## src/rtl/lldma_pkg.sv

```systemverilog
package lldma_pkg;

    // control register bit positions
    localparam int CB_TO_DEV    = 0;
    localparam int CB_STEP_DOWN = 1;
    localparam int CB_MODE_LO   = 4;
    localparam int CB_RUN       = 16;
    localparam int CB_GO        = 20;

    typedef enum logic [1:0] {
        MODE_BLOCK = 2'd0,
        MODE_LIST  = 2'd1,
        MODE_RSV2  = 2'd2,
        MODE_RSV3  = 2'd3
    } mode_e;

    typedef enum logic [3:0] {
        S_IDLE,
        S_BLK_RD,
        S_BLK_PUT,
        S_BLK_GET,
        S_HDR_RD,
        S_HDR_TAKE,
        S_PAY_RD,
        S_PAY_PUT,
        S_LINK,
        S_FAULT,
        S_DONE
    } state_e;

endpackage

```

## src/rtl/lldma_ctrl_reg.sv

```systemverilog
module lldma_ctrl_reg
    import lldma_pkg::*;
#(
    parameter int W = 32
) (
    input  logic         clk,
    input  logic         rst_n,
    input  logic         wr_en,
    input  logic [W-1:0] wdata,
    input  logic         clr_go,
    input  logic         clr_run,
    output logic [W-1:0] q
);

    always_ff @(posedge clk) begin
        if (!rst_n) begin
            q <= '0;
        end else if (wr_en) begin
            q <= wdata;
        end else begin
            if (clr_go)  q[CB_GO]  <= 1'b0;
            if (clr_run) q[CB_RUN] <= 1'b0;
        end
    end

endmodule

```

## src/rtl/lldma_addr_step.sv

```systemverilog
module lldma_addr_step #(
    parameter int AW = 24
) (
    input  logic [AW-1:0] cur,
    input  logic          down,
    output logic [AW-1:0] nxt
);

    localparam logic [AW-1:0] STRIDE = AW'(4);

    // wraps naturally inside AW bits
    assign nxt = down ? (cur - STRIDE) : (cur + STRIDE);

endmodule

```

## src/rtl/lldma_hdr_split.sv

```systemverilog
module lldma_hdr_split #(
    parameter int DW = 32,
    parameter int AW = 24
) (
    input  logic [DW-1:0]    word,
    output logic [DW-AW-1:0] cnt,
    output logic [AW-1:0]    link,
    output logic             last
);

    assign cnt  = word[DW-1:AW];
    assign link = word[AW-1:0];
    assign last = word[AW-1];

endmodule

```

## src/rtl/lldma_channel.sv

```systemverilog
module lldma_channel
    import lldma_pkg::*;
#(
    parameter int DW     = 32,
    parameter int AW     = 24,
    parameter int CNT_W  = 16,
    parameter int CTRL_W = 32,
    localparam int HCW   = DW - AW,
    localparam int LEFT_W = ((CNT_W + 1) > HCW) ? (CNT_W + 1) : HCW
) (
    input  logic              clk,
    input  logic              rst_n,
    input  logic [DW-1:0]     base_addr_i,
    input  logic [CNT_W-1:0]  blk_count_i,
    input  logic              ctrl_wr_i,
    input  logic [CTRL_W-1:0] ctrl_wdata_i,
    output logic [CTRL_W-1:0] ctrl_q_o,
    output logic              busy_o,
    output logic              done_o,
    output logic              err_o,
    output logic              mem_rd_o,
    output logic              mem_wr_o,
    output logic [AW-1:0]     mem_addr_o,
    output logic [DW-1:0]     mem_wdata_o,
    input  logic [DW-1:0]     mem_rdata_i,
    output logic              dev_wr_o,
    output logic              dev_rd_o,
    output logic [DW-1:0]     dev_wdata_o,
    input  logic [DW-1:0]     dev_rdata_i,
    output logic [AW-1:0]     xfer_addr_o,
    output logic [LEFT_W-1:0] xfer_left_o
);

    state_e              state_q, state_d;
    logic [AW-1:0]       cur_q;
    logic [LEFT_W-1:0]   rem_q;
    logic [AW-1:0]       link_q;
    logic                link_end_q;
    logic                err_q;
    logic                done_q;

    logic [CTRL_W-1:0]   ctrl_q;
    logic                start;
    logic                wr_ok;
    logic                clr_go;
    logic                clr_run;
    logic                step_down;
    logic [AW-1:0]       cur_step;
    logic [LEFT_W-1:0]   rem_dec;
    logic                last_word;
    logic [LEFT_W-1:0]   blk_load;
    logic [HCW-1:0]      hdr_cnt;
    logic [AW-1:0]       hdr_link;
    logic                hdr_last;
    mode_e               mode;
    logic                to_dev;
    logic                unused_bits;

    assign mode   = mode_e'(ctrl_q[CB_MODE_LO +: 2]);
    assign to_dev = ctrl_q[CB_TO_DEV];
    assign start  = (state_q == S_IDLE) && ctrl_q[CB_RUN] && ctrl_q[CB_GO];
    assign wr_ok  = ctrl_wr_i && (state_q == S_IDLE) && !start;

    assign rem_dec   = rem_q - LEFT_W'(1);
    assign last_word = (rem_dec == '0);
    assign blk_load  = (blk_count_i == '0) ? (LEFT_W'(1) << CNT_W)
                                           : LEFT_W'(blk_count_i);

    assign unused_bits = ^{base_addr_i[DW-1:AW], base_addr_i[1:0], link_q[1:0]};

    lldma_ctrl_reg #(.W(CTRL_W)) ctrl_reg_i (
        .clk     (clk),
        .rst_n   (rst_n),
        .wr_en   (wr_ok),
        .wdata   (ctrl_wdata_i),
        .clr_go  (clr_go),
        .clr_run (clr_run),
        .q       (ctrl_q)
    );

    lldma_addr_step #(.AW(AW)) step_i (
        .cur  (cur_q),
        .down (step_down),
        .nxt  (cur_step)
    );

    lldma_hdr_split #(.DW(DW), .AW(AW)) hdr_i (
        .word (mem_rdata_i),
        .cnt  (hdr_cnt),
        .link (hdr_link),
        .last (hdr_last)
    );

    // state register
    always_ff @(posedge clk) begin
        if (!rst_n) state_q <= S_IDLE;
        else        state_q <= state_d;
    end

    // next state
    always_comb begin
        state_d = state_q;
        unique case (state_q)
            S_IDLE: begin
                if (start) begin
                    if (mode == MODE_BLOCK)            state_d = to_dev ? S_BLK_RD : S_BLK_GET;
                    else if (mode == MODE_LIST && to_dev) state_d = S_HDR_RD;
                    else                               state_d = S_FAULT;
                end
            end
            S_BLK_RD:   state_d = S_BLK_PUT;
            S_BLK_PUT:  state_d = last_word ? S_DONE : S_BLK_RD;
            S_BLK_GET:  state_d = last_word ? S_DONE : S_BLK_GET;
            S_HDR_RD:   state_d = S_HDR_TAKE;
            S_HDR_TAKE: state_d = (hdr_cnt == '0) ? S_LINK : S_PAY_RD;
            S_PAY_RD:   state_d = S_PAY_PUT;
            S_PAY_PUT:  state_d = last_word ? S_LINK : S_PAY_RD;
            S_LINK:     state_d = link_end_q ? S_DONE : S_HDR_RD;
            S_FAULT:    state_d = S_DONE;
            S_DONE:     state_d = S_IDLE;
            default:    state_d = S_IDLE;
        endcase
    end

    // outputs
    always_comb begin
        mem_rd_o  = 1'b0;
        mem_wr_o  = 1'b0;
        dev_wr_o  = 1'b0;
        dev_rd_o  = 1'b0;
        clr_run   = 1'b0;
        step_down = 1'b0;
        clr_go    = start;
        unique case (state_q)
            S_BLK_RD, S_HDR_RD, S_PAY_RD: mem_rd_o = 1'b1;
            S_BLK_PUT: begin
                dev_wr_o  = 1'b1;
                step_down = ctrl_q[CB_STEP_DOWN];
            end
            S_BLK_GET: begin
                dev_rd_o  = 1'b1;
                mem_wr_o  = 1'b1;
                step_down = ctrl_q[CB_STEP_DOWN];
            end
            S_PAY_PUT: dev_wr_o = 1'b1;
            S_DONE:    clr_run  = 1'b1;
            S_IDLE, S_HDR_TAKE, S_LINK, S_FAULT: ;
            default: ;
        endcase
    end

    assign mem_addr_o  = cur_q;
    assign mem_wdata_o = dev_rdata_i;
    assign dev_wdata_o = mem_rdata_i;
    assign xfer_addr_o = cur_q;
    assign xfer_left_o = rem_dec;
    assign ctrl_q_o    = ctrl_q;
    assign busy_o      = (state_q != S_IDLE);
    assign done_o      = done_q;
    assign err_o       = err_q;

    // datapath registers
    always_ff @(posedge clk) begin
        if (!rst_n) begin
            cur_q      <= '0;
            rem_q      <= '0;
            link_q     <= '0;
            link_end_q <= 1'b0;
            err_q      <= 1'b0;
            done_q     <= 1'b0;
        end else begin
            done_q <= (state_q == S_DONE);
            if (wr_ok) err_q <= 1'b0;
            case (state_q)
                S_IDLE: begin
                    if (start) begin
                        cur_q <= {base_addr_i[AW-1:2], 2'b00};
                        rem_q <= blk_load;
                    end
                end
                S_BLK_PUT, S_BLK_GET, S_PAY_PUT: begin
                    cur_q <= cur_step;
                    rem_q <= rem_dec;
                end
                S_HDR_TAKE: begin
                    cur_q      <= cur_step;
                    rem_q      <= LEFT_W'(hdr_cnt);
                    link_q     <= hdr_link;
                    link_end_q <= hdr_last;
                end
                S_LINK:  cur_q <= {link_q[AW-1:2], 2'b00};
                S_FAULT: err_q <= 1'b1;
                default: ;
            endcase
        end
    end

endmodule

```

## config.mk

```make
export PLATFORM = sky130hd
export DESIGN_NAME = lldma_channel
export DESIGN_NICKNAME = d
export VERILOG_FILES = /design/src/rtl/lldma_pkg.sv /design/src/rtl/lldma_ctrl_reg.sv /design/src/rtl/lldma_addr_step.sv /design/src/rtl/lldma_hdr_split.sv /design/src/rtl/lldma_channel.sv
export SDC_FILE = /design/constraint.sdc
export NUM_CORES = 1
export LEC_CHECK = 0
export BUFFER_PORTS_ARGS = -buffer_cell sky130_fd_sc_hd__clkbuf_2
export CORE_ASPECT_RATIO = 1.75
export CORE_MARGIN = 1
export CORE_UTILIZATION = 29
export DETAILED_ROUTE_END_ITERATION = 8
export PLACE_DENSITY_LB_ADDON = 0.3
export SYNTH_ARGS = -nofsm -noshare
export SYNTH_HDL_FRONTEND = slang
export SYNTH_SLANG_ARGS = --single-unit
```

## constraint.sdc

```tcl
create_clock -name clk -period 6.8 [get_ports clk]
set_input_delay 0.68 -clock clk [delete_from_list [all_inputs] [get_ports clk]]
set_output_delay 0.68 -clock clk [all_outputs]
set_load 0.01 [all_outputs]
```

* Word-level counts from Yosys, hierarchy flattened *
Index checks and enable logic that the tools add are counted.

word-level totals
  register bits = 104
  latch bits = 0
  memory bits (writable) = 0
  bits in read-only memories = 0
  memories = 0

operators by class
  add/subtract/negate cells = 3
  multipliers = 0
  div/mod/pow operators = 0
  order comparisons = 0
  equal/unequal tests = 12
  shift-type cells = 0
  mux-type cells = 27
  bitwise gates (word level) = 0
  reductions and logical operators = 24

operators with widths
  cell                   number
  $pmux 24 s3            1
  $pmux 17 s3            1
  $mux 24                2
  $pmux 4 s10            1
  $mux 17                2
  $mux 4                 8
  $add 24x3->24 const B  1
  $sub 24x3->24 const B  1
  $logic_not 17->1       1
  $sub 17x1->17 const B  1
  $eq 4x3->1 const B     4
  $logic_not 16->1       1
  $eq 4x4->1 const B     3
  $mux 1                 11
  $eq 4x2->1 const B     2
  $logic_not 8->1        1
  $reduce_bool 2->1      3
  $reduce_bool 3->1      2
  $reduce_or 3->1        2
  $logic_and 1x1->1      5
  $eq 4x1->1 const B     1
  $logic_not 4->1        1
  $reduce_and 2->1       2
  $reduce_bool 4->1      1
  7 further kinds        8

* Logic depth before layout (Yosys ltp) *
Gate-level depths: netlist of the first run.

  depth after elaboration = 7
  mapped depth = 14
  gate-level depth less buffers = 9

* Modules after synthesis *
From an unflattened synthesis of the first run, not the netlist that was laid out.

second synthesis, totals
  cells, all modules = 869
  area, all modules = 7,258.2 um^2

by module, submodules not included
  module           instances  cells each  area an instance (um^2)
  lldma_channel    1          587         4,669.5
  lldma_ctrl_reg   1          103         1,248.7
  lldma_addr_step  1          146         1,092.3
  lldma_hdr_split  1          33          247.7

* Worst setup path before layout of the first run *
Ideal clock, no wire load.

  path type = register -> register
  start = reg state_q[2]
  end = reg cur_q[22], in the netlist mem_addr_o[22]
  setup time = 0.116 ns
  arrival time = 3.047 ns
  data required time = 6.684 ns
  slack = 3.637 ns
  stages on the path, launching flop included = 15
  buffers on the path = 5
  path through = dfxtp_1 > buf_2 > nand4bb_1 > clkbuf_2 > clkbuf_1 > clkbuf_1 > xnor2_1 > ha_1 > clkbuf_1 > or4_1 > nand2_1 > a31o_2 > a211oi_1 > or3_1 > a41o_1

between the ends
  cells in the longest elaborated chain, start to end = 5
  elaborated cells between the ends (all ways) = 16
  those cells by class = 6 x eq/ne; 3 x mux; 7 x reduce/logical

ends and longest elaborated chain
  element                                                                line                                                             text
  start: declaration                                                     lldma_channel.sv:34                                              state_e state_q, state_d;
  start signal: assignment                                               lldma_channel.sv:97                                              else state_q <= state_d;
  $eq 4x2->1 or $logic_not 4->1 (tied branches)                          lldma_channel.sv:134, lldma_channel.sv:174, lldma_channel.sv:61
  $reduce_or 2->1 (no source line) or $logic_and 1x1->1 (tied branches)  n/a
  $mux 1 or $logic_and 1x1->1 (tied branches)                            lldma_channel.sv:134, lldma_channel.sv:61
  $mux 24 or $ne 2x2->1 (tied branches)                                  n/a
  $pmux 24 s3 or $reduce_and 2->1 (tied branches)                        n/a
  end signal: assignment                                                 lldma_channel.sv:177                                             cur_q <= {base_addr_i[AW-1:2], 2'b00};
  end signal: assignment                                                 lldma_channel.sv:182                                             cur_q <= cur_step;
  end signal: assignment                                                 lldma_channel.sv:186                                             cur_q <= cur_step;
  end: declaration                                                       lldma_channel.sv:35                                              logic [AW-1:0] cur_q;

Parallel ways exist; a longest one is shown, timed or not.
A chain may end at the register's enable or synchronous reset.

* Worst setup path in the final report of the first run *
  start = reg state_q[3]
  end = reg cur_q[22], in the netlist mem_addr_o[22]

Same word-level chain as after synthesis.

==> key figures, run 1 <==
Setup path
  • Req. time, crit path: 7.05 ns
  • RR Startpoint: state_q[3]$_SDFFE_PN0P_
  • Worst EP arrival: 3.92 ns
  • Top fanout value on the critical path: 34
  • Crit path kind: flop to flop
  • CP startpoint: state_q[3]$_SDFFE_PN0P_
  • Startpoint Class: flop
  • Worst setup EP type: flop
  • Worst Reg-to-Reg Cells: 11

Route
  • Iter 0 DRT Violations: 362
  • Drt total wl: 24,000 µm
  • DRT Pass-1 Iters: 5
  • Total number of vias: 7,067
  • Routed Antenna Nets: 0
  • Routed len/inst: 17.9 µm
  • Vias per Instance: 5.25
  • DRC violations left: 0

Global route
  • Gr usage total: 19.9%
  • Largest net degree at the start of global routing: 66
  • First-pass GRT wire length: 37,200 µm
  • Remaining global-route overflow: 0
  • Initial antenna violation count: 0
  • Vias in the first global route: 6,785

Timing
  • Final period utilization: 53.9%
  • Worst-margin pin slew: 1.10 ns
  • Final setup vio count: 0
  • RSZ-0062 raised after global routing: false
  • Sum Neg Setup Slack: 0 ns
  • Fin. max-slew vios: 0
  • Total count of hold-check failures in the final report: 0
  • WHS: 0.456 ns
  • Max Clock Freq: 0.273 GHz
  • Min Tclk post-route: 3.66 ns
  • Final Skew: 0.0105 ns
  • Min setup slack post-route: 3.14 ns
  • Relative slew margins: 25.9%

Outcome
  • Status: completed

Placed design
  • Gpl congestion: 0.843
  • Setup WS pre-CTS: 3.20 ns
  • DP HPWL: 17,900 µm
  • PortBufs: 232

Power and ir drop
  • Tot Pwr: 0.00390 W
  • Pwr Density: 499 nW/µm²
  • VDD IR max: 0.421 mV
  • Lkg Pwr: 3.36 nW

Floorplan
  • FP Rows: 73
  • IO Pins: 315
  • Die H: 205 µm
  • Core Area: 22,900 µm²
  • Initial core utilization: 29.7%
  • Die footprint: 24,100 µm²
  • Die width: 118 µm

Hold path
  • Hold Path Class: flop to flop
  • Hold-critical path depth: 2
  • Min-delay src: ctrl_reg_i.q[30]$_SDFFE_PN0P_

Yosys
  • Sequential element share of the synthesized area: 29.1%
  • Post-synth EDFFs: 0
  • Syn Area/Cell: 7.20 µm²
  • Most common flop cell mapped by yosys: dfxtp_1
  • Syn Std Cell Area: 6810 µm²
  • Synth cell types: 71
  • Seq cells post-synth: 99
  • Post-Synthesis Cells: 946
  • Synthesis warning total: 0
  • Async S/R FF share, synth: 0%

Clock tree
  • Maximum buffer depth of the clock tree: 2
  • Post-CTS sizing: 0
  • Post-CTS Hold Buffers: 0
  • Post-CTS setup buffers: 0
  • CTS tree: built
  • CTS Sinks: 99
  • Num CTS Buffers: 9
  • H-Tree Depth: 3
  • CTS clk-pin slew, worst paths: 0.08 ns
  • Cell chosen for the clock root: clkbuf_16
  • Clock latency on the worst-skew pair: 0.37 ns

Layout
  • Core Util, Final: 34.1%
  • Share of layout cells above drive strength 1: 26.4%
  • Diode count: 0
  • Nets: 1,193
  • Area added between synthesis and finish: 14.7%

Flow run
  • Max-cap violations: 0
[worst max-delay path, cell delays in order (launching register included)]
cell and delay [ns]:
dfxtp_1 0.74, nand4bb_1 0.23, buf_4 0.38, inv_1 0.08, buf_4 0.24, ha_1 0.35, or3_1 0.35, a21oi_1 0.15
a21oi_1 0.09, a221o_1 0.35, or3_1 0.34, a41o_1 0.24
[per-layer routing]
| metal | GRT usage, % | part of all wire (%) | wire (µm) | vias to the layer above |
|---|---|---|---|---|
| li1 | - | - | - | 3462 |
| met1 | 20.7 | 37 | 8900 | 3286 |
| met2 | 38.1 | 54 | 12900 | 241 |
| met3 | 2.62 | 4.6 | 1110 | 78 |
| met4 | 11.0 | 4.6 | 1100 | 0 |
| met5 | 0 | 0 | 0 | - |
[cells by family (layout without fill, tap and decap cells)]
group | count (synthesis) | in the layout | synth area share, %
AND/OR/NAND/NOR | 384 | 384 | 27.2
flip-flops | 99 | 99 | 29.1
other | 1 | 4 | 0.0550
multiplexers | 8 | 8 | 1.19
adder cells (fa/ha/maj) | 6 | 6 | 1.10
XOR/XNOR | 24 | 24 | 3.09
AO/OA/AOI/OAI | 243 | 243 | 23.1
buffers and inverters | 181 | 277 | 15.2
[cell type report]
class,instances,area [µm²]
Fill cell,2476,15100
Tap cell,300,375
Clock buffer,10,229
Inverter,17,63.8
Clock inverter,6,72.6
Timing Repair Buffer,244,1250
Multi-Input combinational cell,669,3840
Sequential cell,99,1980
[sequential cells by signal (all words and copies together) (netlist names)]
name,count
ctrl_reg_i.q,32
done_o,1
err_o,1
link_q,22
mem_addr_o,22
rem_q,17
state_q,4
[power by group]
group | internal (W) | total (W) | switching, W
clock network | 0.000291 | 0.000551 | 0.000260
registers | 0.000721 | 0.00100 | 0.000281
logic | 0.000890 | 0.00234 | 0.00145
total | 0.00190 | 0.00390 | 0.00199
[synthesized netlist by cell type (all sizes together), types with 8 or more instances]
| library cell | n | area share [%] |
|---|---|---|
| nand2 | 160 | 8.8 |
| buf | 104 | 11 |
| a21oi | 99 | 7.3 |
| dfxtp | 99 | 29 |
| clkbuf | 60 | 3.3 |
| nor2 | 60 | 3.3 |
| nand3 | 33 | 2.4 |
| o21ai | 31 | 2.3 |
| nor3 | 27 | 2.0 |
| nor4 | 19 | 2.0 |
| inv | 17 | 0.94 |
| xnor2 | 15 | 1.9 |
| a31oi | 14 | 1.3 |
| and2 | 11 | 1.0 |
| a211oi | 10 | 1.1 |
| nand2b | 10 | 0.92 |
| a221oi | 9 | 1.2 |
| and3 | 9 | 0.83 |
| nand4 | 9 | 0.83 |
| or3 | 9 | 0.83 |
| xor2 | 9 | 1.2 |
| nor3b | 8 | 0.88 |
| o311ai | 8 | 1.0 |
| or4 | 8 | 0.99 |
[stage by stage]
stage | cell area [µm²] | instances
after CTS | 7810 | 1345
final | 7810 | 1345
after floorplan | 6820 | 949
after detailed placement | 7510 | 1329
after global routing | 7810 | 1345
after global placement | 7510 | 1329
[placed cells by master (no fill, tap or decap), drive strengths merged, types with 10 or more instances in the layout]
cell / count
a211oi: 10
nor4: 19
nor3: 27
clkbuf: 242
a21oi: 99
inv: 20
buf: 12
nand2b: 10
xnor2: 15
and2: 11
dfxtp: 99
nor2: 60
nand2: 160
o21ai: 31
a31oi: 14
nand3: 33
[final timing paths]
kind                                         to  slack, ns
setup / recovery    mem_addr_o[22]$_SDFFE_PN0P_       3.14
hold / removal    ctrl_reg_i.q[30]$_SDFFE_PN0P_       0.46
setup reg to reg    mem_addr_o[22]$_SDFFE_PN0P_       3.14
hold reg to reg   ctrl_reg_i.q[30]$_SDFFE_PN0P_       0.46
Power figures use the tool's default switching activity.
==> inputs of run 2 (changes only) <==
==> constraint.sdc (replaced) <==
create_clock -name clk -period 3.31 [get_ports clk]
set_input_delay 0.331 -clock clk [delete_from_list [all_inputs] [get_ports clk]]
set_output_delay 0.331 -clock clk [all_outputs]
set_load 0.01 [all_outputs]
==> run 2 against run 1 <==
  * Cell count grew 1.3%
  * Sequential share of layout area shrank 0.38 points
  * Critical path depth shrank 6
  * Register-to-register slack lost 2.5 ns
  * Die area is the same
  * Power grew 110%
  * Combinational power grew 110%
  * Sequential power grew 100%
  * Clock skew grew 0.0023 ns
  * Final area grew 1.5%
  * Core utilization grew 0.51 points
  * Setup slack lost 2.6 ns
  * Critical path type is now flop to primary output
  * Largest power group unchanged
==> key figures, run 2 (same netlist as run 1, synthesis figures left out) <==
Outcome
  • Status: completed

Timing
  • Fin. max-slew vios: 0
  • Min setup slack post-route: 0.571 ns
  • Final period utilization: 82.8%
  • Sum Neg Setup Slack: 0 ns
  • Total count of hold-check failures in the final report: 0
  • Worst-margin pin slew: 0.983 ns
  • Min Tclk post-route: 2.74 ns
  • Final Skew: 0.0127 ns
  • Max Clock Freq: 0.365 GHz
  • RSZ-0062 raised after global routing: false
  • Final setup vio count: 0
  • Relative slew margins: 34.2%

Placed design
  • DP HPWL: 18,300 µm
  • Placement Cell Area: 7620 µm²
  • Gpl congestion: 0.869
  • Setup WS pre-CTS: 0.690 ns
  • PortBufs: 232

Route
  • Routed Antenna Nets: 0
  • Total number of vias: 7,206
  • Iter 0 DRT Violations: 409
  • Drt total wl: 24,100 µm
  • Routed len/inst: 17.7 µm
  • Vias per Instance: 5.29
  • DRC violations left: 0
  • DRT Pass-1 Iters: 5

Clock tree
  • CTS tree: built
  • CTS clk-pin slew, worst paths: 0.08 ns
  • Cell chosen for the clock root: clkbuf_16
  • Clock latency on the worst-skew pair: 0.36 ns
  • Post-CTS sizing: 0
  • Post-CTS Hold Buffers: 0
  • Post-CTS setup buffers: 0
  • Maximum buffer depth of the clock tree: 2
  • H-Tree Depth: 3
  • CTS Sinks: 99
  • Num CTS Buffers: 9

Layout
  • Area added between synthesis and finish: 16.4%
  • Commonest non-fill, non-tap cell in the layout: clkbuf_2
  • Diode count: 0
  • Most flops, register: ctrl_reg_i.q
  • Commonest non-fill, non-tap cells in the layout: 232 x clkbuf_2, 160 x nand2_1, 99 x dfxtp_1
  • Share of layout cells above drive strength 1: 27.5%
  • Reg area: 1980 µm²
  • Fillers: 2,505
  • Finished Cell Area: 7930 µm²
  • Nets: 1,210
  • Largest register FFs: 32
  • Multi-input logic area: 3820 µm²

Floorplan
  • IO Pins: 315
  • Die H: 205 µm
  • Core Area: 22,900 µm²
  • Initial core utilization: 29.7%
  • Die width: 118 µm
  • FP Rows: 73
  • Die footprint: 24,100 µm²

Global route
  • Vias in the first global route: 6,824
  • First-pass GRT wire length: 37,200 µm
  • Remaining global-route overflow: 0
  • Initial antenna violation count: 0
  • Largest net degree at the start of global routing: 45
  • Gr usage total: 19.8%

Flow run
  • Max-cap violations: 0

Setup path
  • Req. time, crit path: 2.98 ns
  • Startpoint Class: flop
  • Crit path kind: flop to primary output
  • Worst EP arrival: 2.41 ns
  • Worst setup EP type: primary output
  • Top fanout value on the critical path: 10

Power and ir drop
  • Lkg Pwr: 3.45 nW
  • Pwr Density: 1020 nW/µm²
  • VDD IR max: 0.819 mV

Hold path
  • Hold Path Class: input pin to flop
==> run 2: cell type report <==
cell class | count | area share, %
Timing Repair Buffer | 261 | 17.4
Clock inverter | 7 | 1.04
Clock buffer | 9 | 2.84
Sequential cell | 99 | 25.0
Inverter | 17 | 0.805
Multi-Input combinational cell | 669 | 48.2
Tap cell | 300 | 4.73
==> run 2: final timing paths <==
kind / start / endpoint / slack [ns] / depth (start not counted)
worst min register to register: ctrl_reg_i.q[29]$_SDFFE_PN0P_ / ctrl_reg_i.q[29]$_SDFFE_PN0P_ / 0.46 / 2
worst max-delay path: rem_q[2]$_SDFFE_PN0P_ / xfer_left_o[15] / 0.57 / 5
worst max register to register: state_q[2]$_SDFFE_PN0P_ / mem_addr_o[16]$_SDFFE_PN0P_ / 0.63 / 9
worst min-delay path: ctrl_wdata_i[6] / ctrl_reg_i.q[6]$_SDFFE_PN0P_ / 0.18 / 3
==> run 2: stage by stage <==
stage | instances | power [W] | util, % | hold slack [ns]
2_1_floorplan | 949 | 0.00529 | - | 0.436
3_3_place_gp | 1346 | 0.00700 | 33.3 | 0.442
3_5_place_dp | 1346 | 0.00703 | 33.3 | 0.447
4_1_cts | 1362 | 0.00820 | 34.6 | 0.165
5_1_grt | 1362 | 0.00876 | 34.6 | 0.174
6_report | 1362 | 0.00812 | 34.6 | 0.177
==> run 2: metal layers <==
layer	part of all wire [%]	global-route usage [%]
met1	36	20.6
met2	55	38.2
met3	4.3	2.59
met4	4.1	10.3
met5	0	0
==> run 2: critical path, stage by stage (launching register included) <==
cell and delay (ns):
dfxtp_1 0.41, nor4_4 0.56, nand4_1 0.31, nor3_1 0.32
xor2_1 0.27, clkbuf_2 0.18
==> run 2: report_power, final <==
part | internal (W) | leakage (nW) | switching, W
sequential | 0.00148 | 0.806 | 0.000531
clock | 0.000601 | 0.150 | 0.000540
combinational | 0.00189 | 2.49 | 0.00307
==> inputs of run 3 (changes only) <==
==> constraint.sdc (replaced) <==
create_clock -name clk -period 2.79 [get_ports clk]
set_input_delay 0.279 -clock clk [delete_from_list [all_inputs] [get_ports clk]]
set_output_delay 0.279 -clock clk [all_outputs]
set_load 0.01 [all_outputs]
==> run 3 against run 2 <==
  * Global-route usage decreased by 0.20 points
  * Critical path type is now flop to flop
  * Critical endpoint is now mem_addr_o[20]$_SDFFE_PN0P_
  * Hold slack got worse by 0.047 ns
  * Sequential power increased by 14%
  * Setup slack got worse by 0.38 ns
  * Core utilization increased by 0.67 points
  * Critical path depth increased by 4
  * Largest power group unchanged
  * Sequential share of layout area decreased by 0.47 points
  * Count of clock-buffer cells in the layout unchanged
  * Largest cell class unchanged
  * Wire length decreased by 0.38%
  * Clock skew increased by 0.0028 ns
==> key figures, run 3 (same netlist as run 1, synthesis figures left out) <==
Hold path
  • Hold Path Sink: ctrl_reg_i.q[14]$_SDFFE_PN0P_
  • Hold Path Class: input pin to flop
  • Hold-critical path depth: 3
  • Min-delay src: ctrl_wdata_i[14]

Placed design
  • Setup WS pre-CTS: 0.182 ns
  • Gpl congestion: 0.918
  • # placed instances: 1,358
  • DP HPWL: 17,900 µm
  • PortBufs: 232

Timing
  • Final period utilization: 93.1%
  • Final Skew: 0.0155 ns
  • Min setup slack post-route: 0.192 ns
  • Final setup vio count: 0
  • Fin. max-slew vios: 0
  • Total count of hold-check failures in the final report: 0
  • RSZ-0062 raised after global routing: false
  • WHS: 0.131 ns
  • Min Tclk post-route: 2.60 ns
  • Relative slew margins: 30.6%
  • Worst-margin pin slew: 1.04 ns
  • Max Clock Freq: 0.385 GHz

Route
  • Iter 0 DRT Violations: 356
  • Vias per Instance: 5.19
  • Routed Antenna Nets: 0
  • DRC violations left: 0
  • Drt total wl: 24,000 µm
  • DRT Pass-1 Iters: 4
  • Routed len/inst: 17.5 µm
  • Total number of vias: 7,137

Clock tree
  • Post-CTS setup buffers: 0
  • H-Tree Depth: 3
  • CTS Sinks: 99
  • CTS tree: built
  • CTS clk-pin slew, worst paths: 0.08 ns
  • Num CTS Buffers: 9
  • Cell chosen for the clock root: clkbuf_16
  • Post-CTS Hold Buffers: 0
  • Post-CTS sizing: 0
  • Clock latency on the worst-skew pair: 0.36 ns
  • Maximum buffer depth of the clock tree: 2

Global route
  • Vias in the first global route: 6,707
  • Remaining global-route overflow: 0
  • Largest net degree at the start of global routing: 64
  • First-pass GRT wire length: 36,800 µm
  • Initial antenna violation count: 0
  • Gr usage total: 19.6%

Layout
  • Non-Filler Instances: 1,374
  • Multi-input logic area: 3840 µm²
  • Nets: 1,222
  • Most flops, register: ctrl_reg_i.q
  • Diode count: 0
  • Reg area: 1980 µm²
  • Area added between synthesis and finish: 18.7%
  • Fillers: 2,531
  • Commonest non-fill, non-tap cell in the layout: clkbuf_2
  • Share of layout cells above drive strength 1: 28.8%
  • Commonest non-fill, non-tap cells in the layout: 232 x clkbuf_2, 159 x nand2_1, 99 x dfxtp_1
  • Largest register FFs: 32
  • Core Util, Final: 35.3%

Setup path
  • Startpoint Class: flop
  • Top fanout value on the critical path: 5
  • Crit path kind: flop to flop
  • Worst setup EP type: flop
  • Req. time, crit path: 3.03 ns
  • Worst Reg-to-Reg Cells: 9
  • RR Startpoint: state_q[2]$_SDFFE_PN0P_
  • Worst EP arrival: 2.84 ns
  • Worst r2r dst: mem_addr_o[20]$_SDFFE_PN0P_
  • Flop2flop setup slack: 0.19 ns

Power and ir drop
  • VDD IR max: 1.01 mV
  • Lkg Pwr: 3.52 nW
  • Pwr Density: 1210 nW/µm²

Flow run
  • Max-cap violations: 0

Floorplan
  • Die width: 118 µm
  • Initial core utilization: 29.7%
  • FP Rows: 73
  • Core Area: 22,900 µm²
  • Die H: 205 µm
  • Die footprint: 24,100 µm²
  • IO Pins: 315

Outcome
  • Status: completed
[run 3: where the power goes]
group          total [W]  switching (W)  internal [W]
sequential       0.00230       0.000540       0.00176
clock            0.00132       0.000672      0.000649
combinational    0.00618        0.00377       0.00241
[run 3: metrics by stage]
stage	setup TNS (ns)	cell area [µm²]	total power (W)
after floorplan	-0.101	6910	0.00632
after global placement	0	7770	0.00848
after detailed placement	0	7770	0.00852
after CTS	0	8080	0.00989
after global routing	0	8080	0.0106
final	0	8080	0.00980
[run 3: worst max-delay path by stage]
stage,start,cells after the start,to,slack [ns]
floorplan,state_q[2]$_SDFFE_PN0P_,14,mem_addr_o[22]$_SDFFE_PN0P_,-0.07
global placement,state_q[2]$_SDFFE_PN0P_,9,mem_addr_o[16]$_SDFFE_PN0P_,0.20
detailed placement,state_q[2]$_SDFFE_PN0P_,9,mem_addr_o[20]$_SDFFE_PN0P_,0.18
CTS,state_q[2]$_SDFFE_PN0P_,9,mem_addr_o[20]$_SDFFE_PN0P_,0.16
global route,rem_q[6]$_SDFFE_PN0P_,6,xfer_left_o[13],0.04
finish,state_q[2]$_SDFFE_PN0P_,9,mem_addr_o[20]$_SDFFE_PN0P_,0.19
[run 3: area by class of cell]
type / instances / area share [%]
multi-input combinational: 669 / 47.6
sequential: 99 / 24.5
timing repair buffer: 273 / 18.6
tap: 300 / 4.64
clock buffer: 9 / 2.79
clock inverter: 7 / 1.07
inverter: 17 / 0.789
[run 3: metal layers]
metal | GRT usage [%] | up-vias | part of all wire, %
met2 | 38.1 | 209 | 55
met3 | 2.39 | 59 | 4.0
met4 | 8.93 | 0 | 3.2
met1 | 20.8 | 3334 | 38
met5 | 0 | - | 0
li1 | - | 3535 | -
[run 3: critical path, cell delays in order, from the launching register on]
cell and delay [ns]:
dfxtp_1 0.31, nand4bb_1 0.35, xnor2_1 0.24, ha_2 0.25, nand3_1 0.09, nor3_1 0.16, a21oi_1 0.12, nor4_1 0.58
nor3_1 0.11, o31a_1 0.26
